--- src/rtl/pit_pkg.sv ---
package pit_pkg;

  typedef enum logic [1:0] {
    REG_MODE  = 2'd0,
    REG_STAT  = 2'd1,
    REG_VALUE = 2'd2,
    REG_IMAGE = 2'd3
  } pit_reg_e;

  localparam int MODE_EN_BIT  = 24;
  localparam int MODE_IEN_BIT = 25;

  // Saturating increment of a count held in the low bits of a word.
  function automatic logic [31:0] sat_inc(input logic [31:0] v, input logic [31:0] maxv);
    return (v >= maxv) ? maxv : v + 32'd1;
  endfunction

  // Pack the period count above the interval counter.
  function automatic logic [31:0] pack_snap(input logic [31:0] periods,
                                            input logic [31:0] count,
                                            input int          cnt_w);
    return (periods << cnt_w) | count;
  endfunction

endpackage

--- src/rtl/pit_prescaler.sv ---
module pit_prescaler #(
  parameter int DIV = 16
) (
  input  logic clk,
  input  logic rst_n,
  output logic tick
);
  localparam int W = (DIV > 1) ? $clog2(DIV) : 1;
  localparam logic [W-1:0] LAST = W'(DIV - 1);

  logic [W-1:0] phase_q;

  assign tick = (phase_q == LAST);

  always_ff @(posedge clk) begin
    if (!rst_n)    phase_q <= '0;
    else if (tick) phase_q <= '0;
    else           phase_q <= phase_q + 1'b1;
  end

  generate
    if (DIV > 1) begin : g_spacing
      a_r2_tick_single: assert property (@(posedge clk) disable iff (!rst_n)
        tick |=> !tick);
    end
  endgenerate
endmodule

--- src/rtl/pit_interval_counter.sv ---
module pit_interval_counter #(
  parameter int W = 20
) (
  input  logic         clk,
  input  logic         rst_n,
  input  logic         tick,
  input  logic         enable,
  input  logic [W-1:0] limit,
  output logic [W-1:0] count,
  output logic         wrap
);
  logic active;

  // Keeps running after the enable drops, until zero is reached.
  assign active = enable || (count != '0);
  assign wrap   = tick && active && (count >= limit);

  always_ff @(posedge clk) begin
    if (!rst_n)                count <= '0;
    else if (tick && active)   count <= wrap ? '0 : count + 1'b1;
  end

  a_r3_wrap_to_zero: assert property (@(posedge clk) disable iff (!rst_n)
    wrap |=> (count == '0));
  a_r4_idle_hold: assert property (@(posedge clk) disable iff (!rst_n)
    (!enable && count == '0) |=> (count == '0));
  a_r2_only_on_tick: assert property (@(posedge clk) disable iff (!rst_n)
    !tick |=> $stable(count));
endmodule

--- src/rtl/pit_period_tracker.sv ---
module pit_period_tracker #(
  parameter int W = 12
) (
  input  logic         clk,
  input  logic         rst_n,
  input  logic         wrap,
  input  logic         ack,
  output logic [W-1:0] periods,
  output logic         flag
);
  import pit_pkg::*;
  localparam logic [W-1:0] MAXV = {W{1'b1}};

  logic [W-1:0] bumped;
  assign bumped = W'(sat_inc(32'(periods), 32'(MAXV)));

  always_ff @(posedge clk) begin
    if (!rst_n) begin
      periods <= '0;
      flag    <= 1'b0;
    end else if (wrap) begin
      periods <= ack ? W'(1) : bumped;
      flag    <= 1'b1;
    end else if (ack) begin
      periods <= '0;
      flag    <= 1'b0;
    end
  end

  a_r5_flag_set: assert property (@(posedge clk) disable iff (!rst_n)
    wrap |=> flag);
  a_r6_ack_clears: assert property (@(posedge clk) disable iff (!rst_n)
    (ack && !wrap) |=> (periods == '0 && !flag));
  a_r6_ack_with_wrap: assert property (@(posedge clk) disable iff (!rst_n)
    (ack && wrap) |=> (periods == W'(1)));
  a_r8_saturate: assert property (@(posedge clk) disable iff (!rst_n)
    (periods == MAXV && !ack) |=> (periods == MAXV));
endmodule

--- src/rtl/pit_timer.sv ---
module pit_timer #(
  parameter int PRESCALE = 16,
  parameter int CNT_W    = 20,
  parameter int PCNT_W   = 12,
  parameter int DATA_W   = 32
) (
  input  logic              clk,
  input  logic              rst_n,
  input  logic              bus_rd,
  input  logic              bus_wr,
  input  logic [1:0]        bus_addr,
  input  logic [DATA_W-1:0] bus_wdata,
  output logic [DATA_W-1:0] bus_rdata,
  output logic              irq
);
  import pit_pkg::*;

  logic [CNT_W-1:0]  limit_q;
  logic              en_q, ien_q;
  logic              tick, wrap, flag, ack_fire, mode_wr;
  logic [CNT_W-1:0]  count;
  logic [PCNT_W-1:0] periods;
  logic [DATA_W-1:0] snap_word, mode_word;

  assign mode_wr  = bus_wr && (pit_reg_e'(bus_addr) == REG_MODE);
  assign ack_fire = bus_rd && (pit_reg_e'(bus_addr) == REG_VALUE);

  always_ff @(posedge clk) begin
    if (!rst_n) begin
      limit_q <= '0;
      en_q    <= 1'b0;
      ien_q   <= 1'b0;
    end else if (mode_wr) begin
      limit_q <= bus_wdata[CNT_W-1:0];
      en_q    <= bus_wdata[MODE_EN_BIT];
      ien_q   <= bus_wdata[MODE_IEN_BIT];
    end
  end

  pit_prescaler #(.DIV(PRESCALE)) u_pre (
    .clk(clk), .rst_n(rst_n), .tick(tick)
  );

  pit_interval_counter #(.W(CNT_W)) u_cnt (
    .clk(clk), .rst_n(rst_n), .tick(tick), .enable(en_q),
    .limit(limit_q), .count(count), .wrap(wrap)
  );

  pit_period_tracker #(.W(PCNT_W)) u_trk (
    .clk(clk), .rst_n(rst_n), .wrap(wrap), .ack(ack_fire),
    .periods(periods), .flag(flag)
  );

  assign snap_word = DATA_W'(pack_snap(32'(periods), 32'(count), CNT_W));

  always_comb begin
    mode_word = '0;
    mode_word[CNT_W-1:0]   = limit_q;
    mode_word[MODE_EN_BIT]  = en_q;
    mode_word[MODE_IEN_BIT] = ien_q;
  end

  always_comb begin
    bus_rdata = '0;
    if (bus_rd) begin
      unique case (pit_reg_e'(bus_addr))
        REG_MODE:  bus_rdata = mode_word;
        REG_STAT:  bus_rdata = DATA_W'(flag);
        REG_VALUE,
        REG_IMAGE: bus_rdata = snap_word;
      endcase
    end
  end

  assign irq = flag & ien_q;

  a_r9_irq_holds: assert property (@(posedge clk) disable iff (!rst_n)
    (irq && !ack_fire && !mode_wr) |=> irq);
  a_r10_mode_stable: assert property (@(posedge clk) disable iff (!rst_n)
    !mode_wr |=> ($stable(limit_q) && $stable(en_q) && $stable(ien_q)));
  a_r7_image_no_clear: assert property (@(posedge clk) disable iff (!rst_n)
    (flag && !ack_fire) |=> flag);
endmodule

--- config.mk ---
export PLATFORM = sky130hd
export DESIGN_NAME = pit_timer
export DESIGN_NICKNAME = d
export VERILOG_FILES = /design/src/rtl/pit_pkg.sv /design/src/rtl/pit_prescaler.sv /design/src/rtl/pit_interval_counter.sv /design/src/rtl/pit_period_tracker.sv /design/src/rtl/pit_timer.sv
export SDC_FILE = /design/constraint.sdc
export NUM_CORES = 1
export LEC_CHECK = 0
export BUFFER_PORTS_ARGS = -buffer_cell sky130_fd_sc_hd__buf_2
export CORE_MARGIN = 1.5
export CORE_UTILIZATION = 30
export CTS_BUF_LIST = sky130_fd_sc_hd__clkbuf_4 sky130_fd_sc_hd__clkbuf_8
export CTS_CLUSTER_DIAMETER = 60
export DETAILED_ROUTE_END_ITERATION = 6
export SLEW_MARGIN = 25
export SYNTH_ARGS = -nofsm -noshare
export SYNTH_HDL_FRONTEND = slang
export SYNTH_SLANG_ARGS = --single-unit
--- constraint.sdc ---
create_clock -name clk -period 2.24 [get_ports clk]
set_clock_uncertainty 0.05 [all_clocks]
set_input_delay 0.112 -clock clk [delete_from_list [all_inputs] [get_ports clk]]
set_output_delay 0.112 -clock clk [all_outputs]
set_load 0.03 [all_outputs]
==> results of run 1 <==
[synth_stat cells, types with 10 or more instances]
| cell type | instances | area, um^2 |
|---|---|---|
| a21boi_0 | 22 | 165 |
| a21oi_1 | 11 | 55.1 |
| a22o_1 | 18 | 158 |
| and3_1 | 25 | 156 |
| clkbuf_1 | 16 | 60.1 |
| dfxtp_1 | 59 | 1180 |
| ha_1 | 24 | 300 |
| inv_1 | 27 | 101 |
| nand2_1 | 77 | 289 |
| nand3_1 | 17 | 85.1 |
| nor2_1 | 25 | 93.8 |
| nor4_1 | 12 | 75.1 |
| o21ai_0 | 10 | 50.1 |
| xnor2_1 | 11 | 96.3 |
[cell families after synthesis]
group / after synthesis / synth area share (%)
flops: 59 / 33.4
buf+inv: 50 / 5.95
fa+ha+maj: 24 / 8.50
xor+xnor: 15 / 3.72
compound gates: 107 / 22.8
simple gates: 184 / 25.3
mux: 1 / 0.283
[how the worst min path moves through the flow]
stage	to	slack [ps]	cells past startpoint
CTS	limit_q[19]$_SDFFE_PN0P_	20	3
floorplan	limit_q[0]$_SDFFE_PN0P_	210	2
finish	limit_q[19]$_SDFFE_PN0P_	40	3
global placement	limit_q[11]$_SDFFE_PN0P_	310	3
detailed placement	limit_q[7]$_SDFFE_PN0P_	320	3
global route	limit_q[19]$_SDFFE_PN0P_	20	3
[cell type report]
| type | instances | area, um^2 |
|---|---|---|
| well taps | 143 | 179 |
| repair buffers | 128 | 923 |
| inverters | 27 | 101 |
| clock buffers | 11 | 151 |
| fillers | 1136 | 6540 |
| flip-flops and latches | 59 | 1200 |
| clock inverters | 4 | 50.0 |
| multi-input cells | 331 | 2320 |
[metrics by stage]
| stage | std cells | setup WS, ps | utilization, % | hold slack, ps |
|---|---|---|---|---|
| 2_1_floorplan | 440 | 87.9 | - | 207 |
| 3_3_place_gp | 658 | 40.2 | 36.7 | 310 |
| 3_5_place_dp | 658 | -7.59 | 36.7 | 319 |
| 4_1_cts | 700 | -1.56 | 41.9 | 19.1 |
| 5_1_grt | 703 | -106 | 42.9 | 22.9 |
| 6_report | 703 | -32.6 | 42.9 | 39.6 |
[layer usage]
layer | vias to the layer above | share of wire [%] | GRT usage (%)
met2 | 92 | 47 | 28.8
met4 | 0 | 2.0 | 6.75
met5 | - | 0 | 0
met1 | 1617 | 45 | 21.9
li1 | 1795 | - | -
met3 | 16 | 5.7 | 4.35
[cells in the final DEF, fill, tap and decap left out, types with 15 or more instances in the layout]
master and instances:
dfxtp_1 44, dfxtp_2 15, and3_1 25, nor2_1 24
nand3_1 17, a21boi_0 22, inv_1 24, a22o_1 18
buf_4 42, ha_1 19, buf_2 60, dlygate4sd3_1 21
nand2_1 76
[worst min-delay path, delay by kind of cell]
| kind | cells | cell delay, ps |
|---|---|---|
| buffers and inverters | 1 | 100 |
| and+or+nand+nor | 1 | 90 |
| AOI/OAI and AO/OA | 1 | 90 |
[power breakdown]
part           internal, mW  switching, mW  leakage, nW  total (mW)
Sequential             1.07         0.0130        0.484        1.08
Clock                 0.566          0.439       0.0974        1.00
Combinational         0.186          0.186         1.46       0.373
[state kept, by name (all words and copies together), names as in the netlist]
name,cells
u_pre.phase_q,4
en_q,1
ien_q,1
u_cnt.count,20
limit_q,20
u_trk.flag,1
u_trk.periods,12
[what timing repair did]
action                                  4_1_cts  5_1_grt
hold buffers                                 21        0
endpoints found under the setup margin        8       31
resized for setup                            21       27
pin swaps                                    15       15
endpoints found under the hold margin        21        0
cloned                                        2        0
setup buffers                                 4        4
==> metrics.cfg, run 1 <==
[logic_synthesis]
synth_nets = 502
postSynthAreaPerCell_um2 = 8.03
synth_edf_count = 0
async_flop_share_pct = 0
yosys.cell_types.count = 48
synth-seq-cells = 59
synthCells = 440
synthFlopType = dfxtp_1
yosysSeqAreaShare_pct = 33.4
ys_warn_count = 0
synth_area_mm2 = 0.00353

[setup_path]
cp_top_family = simple AND/OR/NAND/NOR gates
critPathArrivalTime_ps = 2430
cp.required_ps = 2400
reg2reg_to = u_trk.periods[4]$_SDFFE_PN0P_
worstPathMaxFanout = 6
r2r-start = limit_q[13]$_SDFFE_PN0P_
crit_chain = inv_2 -> ha_4 -> nand4_1 -> or4_4 -> o211a_4 -> nor3_4 -> a311oi_1
cp_num_buf_inv = 1
crit_end = u_trk.periods[4]$_SDFFE_PN0P_
slowest_stage = or4_4
crit_path_start = limit_q[13]$_SDFFE_PN0P_
rr_worst_depth = 7
path_class = reg2reg
critical_path_depth = 7
end_kind = flip-flop
ff2ff_setup_slack_ps = -30
max_stage_delay_ps = 540
critPathLaunchType = flip-flop

[clock_network]
cts_max_level = 3
clkTransAtPathRegs_ps = 70
cts_sinks = 59
cts_buffer_depth = 2
clkLatencyLatePin_ps = 350
cts_buffers = 9
root_buffer = clkbuf_8
cts_tree = built

[detailed_routing]
drt-total-wl_um = 10300
first_pass_iters = 4
wl_per_cell_um = 14.7
drt_iter0_markers = 169
drcViolationCount = 0
dr_total_vias = 3520
viasPerCell = 5.01
ant_nets = 0

[outcome]
run_status = finished with violations
violations = setup timing

[global_routing]
overflow = 0
grt_pass1_wl_um = 17400
grt_pass1_vias = 3580
antenna_found_initial = 0
grt_use_total_pct = 17.4
grt_max_degree = 23

[die]
fp-row-count = 39
die_area_mm2 = 0.0124
coreArea_mm2 = 0.0115
fp.dieW_um = 112
num_io_pins = 71
start_util_pct = 30.8
dieHeight_um = 112

[hold_path]
hold_class = in2reg
worstHoldStart = bus_wdata[19]

[power_and_ir_drop]
p_leak_nw = 2.04
power.density_mw_per_mm2 = 499
finalPower_mw = 2.46
ir_drop_mv = 0.279

[placed_design]
routabilityCongestion = 0.865
place_area_mm2 = 0.00421
dp_hpwl_um = 7130
io_buffers = 60

[sta]
layout_setup_ws_ps = -32.6
finalCritPeriodShare_pct = 101
slew_headroom_pct = 46.2
maxSlewViolCount = 0
fin_crit_ps = 2270
hold_viol = 0
worst_pin_slew_ps = 805
rsz0062_at_grt = yes
max_freq_mhz = 440
setup_viol = 3
setup_tns_ps = -77.4

[layout]
final_nets = 618
post_route_cells_drive_above_1_share_pct = 31.3
syn_to_final_growth_pct = 39.4
fin_area_mm2 = 0.00492
antenna_cells = 0

[flow_run]
max-cap-violations = 0

Power figures use the tool's default switching activity.
==> run 2: changes to the inputs <==
Settings changed: BUFFER_PORTS_ARGS -buffer_cell sky130_fd_sc_hd__buf_2 to not set, DONT_BUFFER_PORTS set to 1.
==> run 2 against run 1 <==
Against the previous run:
- the run now ends clean
- first-iteration DRC count is 22% lower
- total power is 0.14% lower
- combinational power is 5% lower
- die area stayed put
- non-clock buffer count is 58 lower
- clock-buffer cell count is 1 higher
- global-route usage is 1.3 points lower
- critical endpoint unchanged
- sequential share of layout area is 1.3 points higher
- register-to-register slack better by 50 ps
- critical path type unchanged
==> metrics.cfg, run 2 (same netlist as run 1, synthesis figures left out) <==
[layout]
top_regs = limit_q: 20 flops, u_cnt.count: 20 flops, u_trk.periods: 12 flops
final_nets = 560  ; -9.4%
fin_area_mm2 = 0.00465  ; -5.6%
final_cell_mix = 76 x nand2_1, 50 x dfxtp_1, 39 x buf_4
fillers = 1125  ; -0.97%
layout_commonest_cell = nand2_1
antenna_cells = 0  ; unchanged
syn_to_final_growth_pct = 31.6
post_route_cells_drive_above_1_share_pct = 20.7  ; -11 points

[sta]
slew_headroom_pct = 29.0  ; -17 points
layout_setup_ws_ps = 17.9  ; +50.5 ps
maxSlewViolCount = 0  ; unchanged
max_freq_mhz = 450  ; +2.3%
setup_tns_ps = 0  ; +77.4 ps
hold_viol = 0  ; unchanged
worst_pin_slew_ps = 1050  ; +248 ps
setup_viol = 0  ; -3
fin_crit_ps = 2220  ; -50.5 ps
finalCritPeriodShare_pct = 99.2  ; -2.3 points
rsz0062_at_grt = yes

[placed_design]
io_buffers = 0  ; -100%
dp_hpwl_um = 7070  ; -0.89%
place_area_mm2 = 0.00395  ; -6.3%
place_ws_ps = -1.82  ; +5.77 ps
routabilityCongestion = 0.845  ; -2.4%

[setup_path]
critPathArrivalTime_ps = 2390  ; -40 ps
crit_chain = inv_1 -> ha_1 -> nand2_2 -> or4_4 -> o211a_4 -> nor3_4 -> a311oi_1
critPathLaunchType = flip-flop
worstPathMaxFanout = 6  ; unchanged
cp.required_ps = 2410  ; about the same
slowest_stage = or4_4
end_kind = flip-flop
max_stage_delay_ps = 540  ; about the same
path_class = reg2reg

[clock_network]
cts_buffers = 9  ; unchanged
clkLatencyLatePin_ps = 350  ; about the same
cts_sinks = 59  ; unchanged
cts_buffer_depth = 2  ; unchanged
cts_tree = built
cts_max_level = 3  ; unchanged
root_buffer = clkbuf_8
clkTransAtPathRegs_ps = 70  ; about the same

[detailed_routing]
dr_total_vias = 3297  ; -6.3%
drcViolationCount = 0  ; unchanged
ant_nets = 0  ; unchanged
drt-total-wl_um = 10100  ; -2.4%
viasPerCell = 5.10  ; +1.9%
first_pass_iters = 4  ; unchanged
drt_iter0_markers = 131  ; -22%
wl_per_cell_um = 15.6  ; +6.2%

[hold_path]
hold_class = in2reg

[die]
start_util_pct = 30.8  ; unchanged
coreArea_mm2 = 0.0115  ; unchanged
fp-row-count = 39  ; unchanged
die_area_mm2 = 0.0124  ; unchanged
fp.dieW_um = 112  ; unchanged
dieHeight_um = 112  ; unchanged
num_io_pins = 71  ; unchanged

[global_routing]
grt_pass1_wl_um = 16100  ; -7.4%
grt_pass1_vias = 3239  ; -9.5%
grt_max_degree = 37  ; +61%
overflow = 0  ; unchanged
antenna_found_initial = 0  ; unchanged
grt_use_total_pct = 16.2  ; -1.3 points

[power_and_ir_drop]
ir_drop_mv = 0.340  ; +22%
finalPower_mw = 2.46  ; -0.14%
p_leak_nw = 1.79  ; -13%
power.density_mw_per_mm2 = 528  ; +5.7%

[flow_run]
max-cap-violations = 0  ; unchanged

[outcome]
run_status = completed

## run 2: cell types whose count changed in the layout (fill, tap and decap cells not counted), moves of 3 or more
cell / before / now
buf_2: 60 / 0
dfxtp_2: 15 / 9
buf_12: 1 / 5
dfxtp_1: 44 / 50
buf_4: 42 / 39
## run 2: power by group
part,switching [mW],internal (mW),leakage (nW)
combinational,0.172,0.181,1.19
clock,0.436,0.585,0.110
sequential,0.0126,1.07,0.481
## run 2: final timing paths
path                            depth (start not counted)                            end  slack [ps]                   startpoint
worst max-delay path                                    7  u_trk.periods[4]$_SDFFE_PN0P_          20     limit_q[11]$_SDFFE_PN0P_
worst min-delay path                                    3    u_pre.phase_q[0]$_SDFF_PP0_           9                        rst_n
worst max register to register                          7  u_trk.periods[4]$_SDFFE_PN0P_          20     limit_q[11]$_SDFFE_PN0P_
worst min register to register                          1    u_pre.phase_q[0]$_SDFF_PP0_         410  u_pre.phase_q[0]$_SDFF_PP0_
## run 2: layout make-up
class,count,area (um^2),area share (%)
clock buffer,12,159,3.42
clock inverter,4,48.8,1.05
inverter,27,101,2.18
multi-input combinational,331,2290,49.2
sequential,59,1190,25.6
tap,143,179,3.85
timing repair buffer,70,684,14.7
## run 2: routing by layer
metal / global-route usage [%] / part of all wire [%]
met1: 20.8 / 45
met2: 26.2 / 46
met3: 4.74 / 6.9
met4: 5.06 / 1.7
met5: 0 / 0
## run 2: stage by stage
stage | instances | utilization, % | hold WS [ps]
after floorplan | 440 | - | 207
after global placement | 601 | 34.4 | 183
after detailed placement | 601 | 34.4 | 187
after CTS | 641 | 38.5 | 2.36
after global routing | 646 | 40.6 | 9.25
final | 646 | 40.6 | 8.90
## run 2: timing repair
| action | in CTS | in global routing |
|---|---|---|
| hold buffers | 24 | 0 |
| endpoints found under the hold margin | 47 | 0 |
| gates cloned | 0 | 3 |
| gates resized for setup | 1 | 32 |
| setup buffers | 0 | 2 |
| pin swaps | 0 | 19 |
| endpoints found under the setup margin | 6 | 31 |
## run 2: critical path, delay by kind of cell, from the launching register on
kind / cells / cell delay [ps]
AO/OA/AOI/OAI: 2 / 440
AND/OR/NAND/NOR: 3 / 900
flip-flops: 1 / 340
buffers and inverters: 1 / 50
adder cells (fa/ha/maj): 1 / 310
==> run 3: changes to the inputs <==
Settings changed: ABC_CLOCK_PERIOD_IN_PS set to 2240, PLACE_DENSITY set to 0.46.
==> run 3 against run 2 <==
Against the previous run:
- the run now ends with setup timing left
- sequential share of layout area grew 0.44 points
- via count grew 0.24%
- first-iteration DRC count grew 95%
- flip-flop and latch count is the same
- non-clock buffer count grew 2
- combinational power shrank 22%
- register-to-register slack lost 20 ps
- total power shrank 2.5%
- wire length grew 2.9%
- global-route usage grew 1.2 points
- clock-buffer cell count grew 2
- die area is the same
- critical path type unchanged
- critical endpoint unchanged
==> metrics.cfg, run 3 (same netlist as run 1, synthesis figures left out) <==
[outcome]
run_status = finished with violations
violations = setup timing

[flow_run]
max-cap-violations = 0  ; unchanged

[setup_path]
rr_worst_depth = 7  ; unchanged
reg2reg_to = u_trk.periods[4]$_SDFFE_PN0P_
path_class = reg2reg
end_kind = flip-flop
ff2ff_setup_slack_ps = -0.1  ; -20 ps
worstPathMaxFanout = 5  ; -1
critPathArrivalTime_ps = 2410  ; +20 ps
critPathLaunchType = flip-flop
r2r-start = limit_q[18]$_SDFFE_PN0P_
cp.required_ps = 2410  ; about the same

[detailed_routing]
wl_per_cell_um = 16.0  ; +2.6%
drt-total-wl_um = 10400  ; +2.9%
drcViolationCount = 0  ; unchanged
drt_iter0_markers = 256  ; +95%
dr_total_vias = 3305  ; +0.24%
viasPerCell = 5.10  ; about the same
first_pass_iters = 4  ; unchanged
ant_nets = 0  ; unchanged

[clock_network]
cts_max_level = 3  ; unchanged
root_buffer = clkbuf_8
cts_buffer_depth = 2  ; unchanged
cts_buffers = 9  ; unchanged
cts_tree = built
cts_sinks = 59  ; unchanged
clkLatencyLatePin_ps = 360  ; about the same
clkTransAtPathRegs_ps = 70  ; about the same

[global_routing]
overflow = 0  ; unchanged
grt_max_degree = 37  ; unchanged
grt_pass1_wl_um = 17100  ; +5.9%
antenna_found_initial = 0  ; unchanged
grt_pass1_vias = 3322  ; +2.6%
grt_use_total_pct = 17.4  ; +1.2 points

[die]
fp-row-count = 39  ; unchanged
fp.dieW_um = 112  ; unchanged
die_area_mm2 = 0.0124  ; unchanged
num_io_pins = 71  ; unchanged
coreArea_mm2 = 0.0115  ; unchanged
start_util_pct = 30.8  ; unchanged
dieHeight_um = 112  ; unchanged

[layout]
antenna_cells = 0  ; unchanged
fin_util_pct = 39.9  ; -0.69 points
layout_commonest_cell = nand2_1
multiInputGateArea_mm2 = 0.00225  ; -1.8%
post_route_cells_drive_above_1_share_pct = 20.0  ; -0.68 points
final_nets = 562  ; +0.36%
top_regs = limit_q: 20 flops, u_cnt.count: 20 flops, u_trk.periods: 12 flops
regArea_mm2 = 0.00119  ; unchanged
final_cell_mix = 77 x nand2_1, 50 x dfxtp_1, 44 x buf_4
fillers = 1188  ; +5.6%
syn_to_final_growth_pct = 29.4

[sta]
finalCritPeriodShare_pct = 100  ; +0.80 points
rsz0062_at_grt = yes
slew_headroom_pct = 30.1  ; +1.1 points
layout_setup_ws_ps = -0.120  ; -18.0 ps
worst_pin_slew_ps = 1040  ; -15.7 ps
setup_viol = 1  ; +1
max_freq_mhz = 446  ; -0.80%
fin_crit_ps = 2240  ; +18.0 ps
hold_viol = 0  ; unchanged
maxSlewViolCount = 0  ; unchanged
setup_tns_ps = -0.120  ; -0.120 ps

[placed_design]
io_buffers = 0  ; unchanged
dp_hpwl_um = 7300  ; +3.3%
routabilityCongestion = 0.778  ; -7.9%
place_ws_ps = 21.7  ; +23.5 ps

[power_and_ir_drop]
power.density_mw_per_mm2 = 524  ; -0.83%
p_leak_nw = 1.76  ; -1.3%
ir_drop_mv = 0.379  ; +11%

[hold_path]
worstHoldStart = rst_n
hold_class = in2reg
hold_end = u_cnt.count[5]$_SDFFE_PN0P_
whs_path_depth = 2  ; -1

## run 3: cell types whose count changed in the layout (fill, tap and decap cells not counted), moves of 2 or more
cell | previous run | this run
clkbuf_16 | 2 | 0
inv_2 | 4 | 6
o21ai_2 | 3 | 1
inv_1 | 23 | 21
clkbuf_4 | 1 | 4
buf_4 | 39 | 44
ha_1 | 20 | 18
ha_4 | 4 | 6
o21ai_1 | 3 | 5
## run 3: worst max-delay path, stage by stage, from the launching register on
cell,delay [ps]
dfxtp_2,320
inv_1,60
ha_4,260
nand4_1,110
or4_4,570
o211a_4,320
nor3_4,270
a311oi_1,130
## run 3: repair_timing
action,4_1_cts,5_1_grt
buffers inserted,1,0
endpoints found under the setup margin,2,33
pin swaps,7,1
hold endpoints to repair,48,0
hold buffers,25,0
resized for setup,17,9
## run 3: through the flow
step / hold WS (ps) / cells / total power, mW / instance area [um^2]
after CTS: 5.27 / 648 / 2.43 / 4540
after floorplan: 207 / 440 / 1.26 / 3530
after global placement: 184 / 606 / 1.32 / 3990
after detailed placement: 191 / 606 / 1.32 / 3990
after global routing: 13.4 / 648 / 2.51 / 4570
final: 23.3 / 648 / 2.39 / 4570
## run 3: power breakdown
| group | switching (mW) | leakage [nW] | total (mW) | internal [mW] |
|---|---|---|---|---|
| Sequential | 0.0126 | 0.481 | 1.08 | 1.07 |
| Clock | 0.443 | 0.108 | 1.04 | 0.593 |
| Combinational | 0.148 | 1.17 | 0.277 | 0.129 |
| Total | 0.604 | 1.76 | 2.39 | 1.79 |
## run 3: area by class of cell
class / instances / share of cell area [%]
Clock buffer: 14 / 3.67
Clock inverter: 2 / 0.766
Inverter: 27 / 2.22
Multi-Input combinational cell: 331 / 49.1
Sequential cell: 59 / 26.1
Tap cell: 143 / 3.91
Timing Repair Buffer: 72 / 14.2
## run 3: metal layers
metal	global-route usage [%]	part of all wire, %
met1	21.3	47
met2	30.0	48
met3	5.33	4.4
met4	4.22	0.85
met5	0	0
## run 3: worst max-delay path by stage
stage | startpoint | endpoint | slack, ps | cells past startpoint
global placement | limit_q[19]$_SDFFE_PN0P_ | u_trk.periods[4]$_SDFFE_PN0P_ | 20 | 7
detailed placement | limit_q[19]$_SDFFE_PN0P_ | u_trk.periods[9]$_SDFFE_PN0P_ | 20 | 8
floorplan | limit_q[17]$_SDFFE_PN0P_ | u_cnt.count[18]$_SDFFE_PN0P_ | 90 | 8
CTS | limit_q[12]$_SDFFE_PN0P_ | u_trk.periods[4]$_SDFFE_PN0P_ | 0.5 | 7
finish | limit_q[18]$_SDFFE_PN0P_ | u_trk.periods[4]$_SDFFE_PN0P_ | -0.1 | 7
global route | limit_q[19]$_SDFFE_PN0P_ | u_trk.periods[2]$_SDFFE_PN0P_ | -90 | 8
